===== src/rtl/coal_pkg.sv =====
package coal_pkg;
  typedef enum logic [2:0] {
    DEC_NONE,
    DEC_START,
    DEC_JOIN_ACT,
    DEC_JOIN_PEND,
    DEC_FILL_PEND,
    DEC_STALL
  } coal_dec_e;
endpackage


===== src/rtl/coal_merge_dec.sv =====
module coal_merge_dec
  import coal_pkg::*;
#(
  parameter int AW = 32
) (
  input  logic          req_valid_i,
  input  logic [AW-1:0] req_addr_i,
  input  logic          act_v_i,
  input  logic [AW-1:0] act_end_i,
  input  logic          pend_v_i,
  input  logic [AW-1:0] pend_end_i,
  output coal_dec_e     dec_o
);
  always_comb begin
    if (!req_valid_i)                           dec_o = DEC_NONE;
    else if (!act_v_i)                          dec_o = DEC_START;
    else if (!pend_v_i && req_addr_i == act_end_i) dec_o = DEC_JOIN_ACT;
    else if (pend_v_i && req_addr_i == pend_end_i)  dec_o = DEC_JOIN_PEND;
    else if (!pend_v_i)                         dec_o = DEC_FILL_PEND;
    else                                        dec_o = DEC_STALL;
  end
endmodule


===== src/rtl/coal_query.sv =====
module coal_query #(
  parameter int AW = 32,
  parameter int CW = 16
) (
  input  logic [AW-1:0] q_addr_i,
  input  logic          act_v_i,
  input  logic [AW-1:0] act_base_i,
  input  logic [CW-1:0] act_cons_i,
  input  logic [CW-1:0] act_tot_i,
  input  logic          pend_v_i,
  input  logic [AW-1:0] pend_base_i,
  input  logic [CW-1:0] pend_len_i,
  output logic          hit_o
);
  localparam int XW = AW + 1;
  logic [XW-1:0] q, a_lo, a_hi, p_lo, p_hi;

  // one extra bit so a range ending at the top of the space does not wrap
  always_comb begin
    q     = {1'b0, q_addr_i};
    a_lo  = {1'b0, act_base_i} + XW'(act_cons_i);
    a_hi  = {1'b0, act_base_i} + XW'(act_tot_i);
    p_lo  = {1'b0, pend_base_i};
    p_hi  = {1'b0, pend_base_i} + XW'(pend_len_i);
    hit_o = (act_v_i && q >= a_lo && q < a_hi) ||
            (pend_v_i && q >= p_lo && q < p_hi);
  end
endmodule


===== src/rtl/coal_stall_timer.sv =====
module coal_stall_timer #(
  parameter int TIMEOUT_CYC = 1000000
) (
  input  logic clk_i,
  input  logic rst_ni,
  input  logic stall_i,
  output logic expire_o
);
  localparam int CNTW = $clog2(TIMEOUT_CYC + 1);
  logic [CNTW-1:0] cnt_q;

  assign expire_o = stall_i && (cnt_q == CNTW'(TIMEOUT_CYC - 1));

  always_ff @(posedge clk_i or negedge rst_ni) begin
    if (!rst_ni)                  cnt_q <= '0;
    else if (!stall_i || expire_o) cnt_q <= '0;
    else                          cnt_q <= cnt_q + 1'b1;
  end

  p_cnt_bound_r11: assert property (@(posedge clk_i) disable iff (!rst_ni)
    cnt_q < CNTW'(TIMEOUT_CYC));
  p_expire_after_stall_r11: assert property (@(posedge clk_i) disable iff (!rst_ni)
    (TIMEOUT_CYC > 1 && expire_o) |-> $past(stall_i));
endmodule


===== src/rtl/coal_queue.sv =====
module coal_queue
  import coal_pkg::*;
#(
  parameter int AW          = 32,
  parameter int CW          = 16,
  parameter int TIMEOUT_CYC = 1000000
) (
  input  logic          clk_i,
  input  logic          rst_ni,
  input  logic          req_valid_i,
  input  logic [AW-1:0] req_addr_i,
  input  logic [CW-1:0] req_len_i,
  output logic          req_ready_o,
  output logic          timeout_o,
  input  logic          consume_i,
  output logic          out_valid_o,
  output logic [AW-1:0] out_addr_o,
  output logic          busy_o,
  input  logic [AW-1:0] query_addr_i,
  output logic          query_pending_o
);
  logic          act_v, pend_v;
  logic [AW-1:0] act_base, pend_base;
  logic [CW-1:0] act_tot, act_cons, pend_len;

  logic [AW-1:0] act_end, pend_end;
  coal_dec_e     dec;
  logic          abort, take;
  logic [CW-1:0] tot_m, pl_m;
  logic [AW-1:0] pb_m;
  logic          pv_m, done;

  assign act_end  = act_base + AW'(act_tot);
  assign pend_end = pend_base + AW'(pend_len);

  coal_merge_dec #(.AW(AW)) i_dec (
    .req_valid_i (req_valid_i),
    .req_addr_i  (req_addr_i),
    .act_v_i     (act_v),
    .act_end_i   (act_end),
    .pend_v_i    (pend_v),
    .pend_end_i  (pend_end),
    .dec_o       (dec)
  );

  coal_stall_timer #(.TIMEOUT_CYC(TIMEOUT_CYC)) i_timer (
    .clk_i    (clk_i),
    .rst_ni   (rst_ni),
    .stall_i  (dec == DEC_STALL),
    .expire_o (abort)
  );

  coal_query #(.AW(AW), .CW(CW)) i_query (
    .q_addr_i    (query_addr_i),
    .act_v_i     (act_v),
    .act_base_i  (act_base),
    .act_cons_i  (act_cons),
    .act_tot_i   (act_tot),
    .pend_v_i    (pend_v),
    .pend_base_i (pend_base),
    .pend_len_i  (pend_len),
    .hit_o       (query_pending_o)
  );

  assign req_ready_o = (dec != DEC_NONE && dec != DEC_STALL) || abort;
  assign timeout_o   = abort;
  assign busy_o      = act_v;
  assign out_valid_o = act_v && (act_cons != act_tot);
  assign out_addr_o  = act_base + AW'(act_cons);
  assign take        = out_valid_o && consume_i;

  // merged view of both descriptors for this cycle
  always_comb begin
    tot_m = act_tot;
    pv_m  = pend_v;
    pb_m  = pend_base;
    pl_m  = pend_len;
    case (dec)
      DEC_JOIN_ACT:  tot_m = act_tot + req_len_i;
      DEC_JOIN_PEND: pl_m  = pend_len + req_len_i;
      DEC_FILL_PEND: begin
        pv_m = 1'b1;
        pb_m = req_addr_i;
        pl_m = req_len_i;
      end
      default: ;
    endcase
    done = act_v && (act_cons == tot_m);
  end

  always_ff @(posedge clk_i or negedge rst_ni) begin
    if (!rst_ni) begin
      act_v     <= 1'b0;
      act_base  <= '0;
      act_tot   <= '0;
      act_cons  <= '0;
      pend_v    <= 1'b0;
      pend_base <= '0;
      pend_len  <= '0;
    end else if (abort) begin
      act_v  <= 1'b0;
      pend_v <= 1'b0;
    end else if (dec == DEC_START) begin
      act_v    <= 1'b1;
      act_base <= req_addr_i;
      act_tot  <= req_len_i;
      act_cons <= '0;
    end else if (act_v) begin
      if (done) begin
        if (pv_m) begin
          act_base <= pb_m;
          act_tot  <= pl_m;
          act_cons <= '0;
          pend_v   <= 1'b0;
        end else begin
          act_v <= 1'b0;
        end
      end else begin
        act_tot   <= tot_m;
        act_cons  <= act_cons + {{(CW-1){1'b0}}, take};
        pend_v    <= pv_m;
        pend_base <= pb_m;
        pend_len  <= pl_m;
      end
    end
  end

  p_reset_idle_r1: assert property (@(posedge clk_i) disable iff (!rst_ni)
    $rose(rst_ni) |-> !busy_o);
  p_start_addr_r2: assert property (@(posedge clk_i) disable iff (!rst_ni)
    (req_valid_i && !busy_o) |=> busy_o && out_addr_o == $past(req_addr_i));
  p_stall_needs_pend_r6: assert property (@(posedge clk_i) disable iff (!rst_ni)
    (req_valid_i && !req_ready_o) |-> pend_v);
  p_pend_needs_act_r8: assert property (@(posedge clk_i) disable iff (!rst_ni)
    pend_v |-> act_v);
  p_cons_bound_r7: assert property (@(posedge clk_i) disable iff (!rst_ni)
    act_v |-> act_cons <= act_tot);
  p_advance_r7: assert property (@(posedge clk_i) disable iff (!rst_ni)
    (take && !abort) |=> (!out_valid_o || out_addr_o == $past(out_addr_o) + 1'b1));
  p_promote_r8: assert property (@(posedge clk_i) disable iff (!rst_ni)
    (act_v && act_cons == act_tot && pend_v && !abort)
      |=> busy_o && out_addr_o == $past(pend_base));
  p_idle_query_r10: assert property (@(posedge clk_i) disable iff (!rst_ni)
    !busy_o |-> !query_pending_o);
  p_timeout_flush_r12: assert property (@(posedge clk_i) disable iff (!rst_ni)
    timeout_o |=> !busy_o);
endmodule


===== config.mk =====
export PLATFORM = sky130hd
export DESIGN_NAME = coal_queue
export DESIGN_NICKNAME = d
export VERILOG_FILES = /design/src/rtl/coal_pkg.sv /design/src/rtl/coal_merge_dec.sv /design/src/rtl/coal_query.sv /design/src/rtl/coal_stall_timer.sv /design/src/rtl/coal_queue.sv
export SDC_FILE = /design/constraint.sdc
export NUM_CORES = 1
export LEC_CHECK = 0
export BUFFER_PORTS_ARGS = -buffer_cell sky130_fd_sc_hd__buf_2
export CAP_MARGIN = 40
export CORE_MARGIN = 4
export CORE_UTILIZATION = 40
export DETAILED_ROUTE_END_ITERATION = 6
export GPL_ROUTABILITY_DRIVEN = 0
export PLACE_DENSITY = 0.56
export SYNTH_ARGS = -nofsm -noshare
export SYNTH_HDL_FRONTEND = slang
export SYNTH_SLANG_ARGS = --single-unit

===== constraint.sdc =====
create_clock -name clk_i -period 7.4 [get_ports clk_i]
set_input_delay 0.37 -clock clk_i [delete_from_list [all_inputs] [get_ports clk_i]]
set_output_delay 0.37 -clock clk_i [all_outputs]
set_load 0.1 [all_outputs]

==> impl_metrics.csv <==
group,metric,value,unit
global_routing,antenna_found_initial,0,
global_routing,grtUsageTotal,25.6,%
finish,final_cells,2556,
setup_path,cp_max_fo,9,
synth,synthCells,1941,
clocking,clkTransAtPathRegs,0.07,ns
floorplan,core,40700,um^2
clocking,cts_buffers,17,
setup_path,r2r-end,"act_tot[1]$_DFFE_PN0P_",
route,drtAntennaViolNets,0,
floorplan,die_x,211,um
power,p_leak,8.19,nW
power,peakVddDrop,0.000244,V
clocking,htreeDepth,4,
placed_design,dpl.hpwl,46400,um
outcome,violations,"hold timing",
clocking,clock_path_buffers,2,
route,drcViolationCount,0,
synth,netlist_area,16500,um^2
route,vias,15300,
global_routing,grt_pass1_vias,15121,
clocking,cts_tree,"done",
finish,drive_gt1_share,12.7,%
setup_path,path_class,"reg2out",
finish,finalNetCount,2307,
timing,fin_crit,6.90,ns
global_routing,grt_pass1_wl,88900,um
synth,yosysWarnings,0,
synth,synth.avg_cell_area,8.48,um^2
synth,synth_top_area_cell,"dfrtp_1",
synth,syn_nets,2237,
placed_design,numPortBuffers,120,
finish,area_growth,10.4,%
synth,ys_seq_area_share,20.4,%
clocking,root_buffer,"clkbuf_16",
timing,drv_slew,0,
floorplan,ios,121,
floorplan,die_y,211,um
timing,hold_slack,-0.0256,ns
route,vias_per_cell,5.99,
setup_path,cp.arrival,6.53,ns
timing,setup_viol,0,
route,first_pass_iters,5,
synth,async_flop_share,100,%
setup_path,end_kind,"output pin",
synth,synth_edf_count,0,
timing,relSlewSlack,43.3,%
clocking,holdBufCountCts,0,
placed_design,dp.cells,2524,
route,drtIter0Drc,1225,
synth,synth_top_flop_cell,"dfrtp_1",
setup_path,slowest_stage,"dfrtp_1",
route,post_drt_wl_per_cell,22.5,um
synth,ys_ff_latch,134,
setup_path,cp_common_cell,"a21oi_1",
clocking,cts_setup_buffers,0,
timing,period_share,93.3,%
route,wl,57500,um
finish,final_util,44.6,%
finish,seq_area,3350,um^2
timing,fin_setup_tns,0,ns
finish,nFillCells,4110,
clocking,clk_latency,0.46,ns
synth,synth_top_cell_area_share,20.4,%
timing,hold_viol_final,8,
setup_path,r2r_start,"pend_len[1]$_DFFE_PN0P_",
power,power.density,234,nW/um^2
floorplan,die_area,44500,um^2
hold_path,hold_path_class,"in2async",
floorplan,rows,74,
timing,grt_setup_unrepaired,"no",
timing,clock_skew,0.0157,ns
timing,fmax,145,MHz
setup_path,slowest_delay,0.51,ns
setup_path,reg2reg_setup_slack,1.14,ns
setup_path,required,7.03,ns
timing,worstMarginPinSlew,0.850,ns
setup_path,ff2ff_path_depth,17,
synth,synth.distinct_cells,93,
outcome,outcome,"finished with violations",
job,maxCapViolCount,0,
finish,multiInputGateArea,12300,um^2
finish,diodes,0,
clocking,clock-sinks,134,
clocking,cts-resized-gates,0,
global_routing,grt_overflow_total,0,
synth,yosys-top-cells-area,"dfrtp_1, ha_1, xnor2_1",
global_routing,grt_max_degree,85,
floorplan,initial_core_util,40.4,%
setup_path,worst_setup_path_start_kind,"flop",
[critical path: cells and delay by family, from the launching register on]
kind / cells / cell delay, ns
DFF: 1 / 0.51
buffers and inverters: 2 / 0.51
xor gates and xnor gates: 1 / 0.17
adders and majority gates: 3 / 1.01
and+or+nand+nor: 4 / 0.38
AOI/OAI and AO/OA: 18 / 3.47
[Yosys cell counts, types with 10 or more instances]
cell type,count
a211oi_1,13
nand2_1,109
nor3_1,39
xnor2_1,121
mux2i_1,15
nand3_1,50
and3_1,26
nor2b_1,38
xor2_1,92
o2111ai_1,13
nor4_1,19
o22a_1,11
a221oi_1,16
dfrtp_1,134
mux2_1,57
ha_1,207
clkbuf_1,63
a22o_1,11
buf_2,16
mux2_2,44
o21ai_0,105
or3_1,10
a21oi_1,106
inv_1,110
nand2b_1,34
a21o_1,42
o22ai_1,14
o21a_1,17
nor2_1,140
nand4_1,39
a2bb2oi_1,16
o211ai_1,15
and2_1,16
[how the worst max path moves through the flow]
stage                       startpoint               to  slack, ns  cells after the start
6_report       act_cons[0]$_DFFE_PN0P_  query_pending_o       0.50                     28
2_1_floorplan  act_cons[1]$_DFFE_PN0P_  query_pending_o       0.72                     24
3_3_place_gp   act_cons[0]$_DFFE_PN0P_  query_pending_o       0.80                     26
4_1_cts        act_cons[0]$_DFFE_PN0P_  query_pending_o       0.50                     28
5_1_grt        act_cons[0]$_DFFE_PN0P_  query_pending_o       0.12                     28
3_5_place_dp   act_cons[0]$_DFFE_PN0P_  query_pending_o       1.02                     28
[area by class of cell]
class                           instances  area share, %
Sequential cell                       134           18.5
Timing Repair Buffer                  144           4.56
Tap cell                              532           3.66
Multi-Input combinational cell       1603           67.7
Inverter                              111           2.29
Clock inverter                         14          0.957
Clock buffer                           18           2.42
[routing by layer]
metal / global-route usage [%] / wire length [um]
met3: 4.41 / 4140
met1: 35.1 / 25300
met5: 0 / 0
met4: 8.50 / 1880
met2: 41.3 / 26200
[layout by cell type (no fill, tap or decap), drive strengths merged, types with 40 or more instances in the layout]
master,synthesis,routed
a21oi,111,111
nand2,109,109
o21ai,115,115
nand3,52,52
nand4,40,40
inv,111,114
ha,207,207
nor2,143,143
buf,30,143
dfrtp,134,134
xnor2,121,121
xor2,93,93
a21o,42,42
mux2,101,101
[stage by stage]
stage          hold slack (ns)  cell area, um^2  total power [mW]  setup slack (ns)
2_1_floorplan           0.0744            16500              2.69             0.719
3_3_place_gp             0.475            17500              3.27             0.805
3_5_place_dp             0.478            17600              3.31              1.02
4_1_cts                 0.0145            18200              4.25             0.499
5_1_grt                 0.0394            18200              4.53             0.122
6_report               -0.0256            18200              4.26             0.499
[state kept, by name, indices dropped and copies added (netlist names)]
signal	count
pend_v	1
pend_len	16
act_tot	16
act_base	32
act_cons	16
i_timer.cnt_q	20
busy_o	1
pend_base	32
[where the power goes]
part,switching (mW),internal (mW),leakage (nW)
sequential,0.218,0.824,1.73
clock,0.387,0.542,0.301
combinational,1.43,0.858,6.15
[kinds of logic (layout without fill, tap and decap cells)]
logic type | count (synthesis) | in the layout | synth area share (%)
AND/OR/NAND/NOR | 566 | 566 | 17.6
buffers and inverters | 204 | 287 | 5.02
XOR/XNOR | 223 | 223 | 12.7
multiplexers | 116 | 116 | 7.82
adder cells (fa/ha/maj) | 212 | 212 | 16.3
AO/OA/AOI/OAI | 486 | 486 | 20.2
flip-flops | 134 | 134 | 20.4
Power figures use the tool's default switching activity.
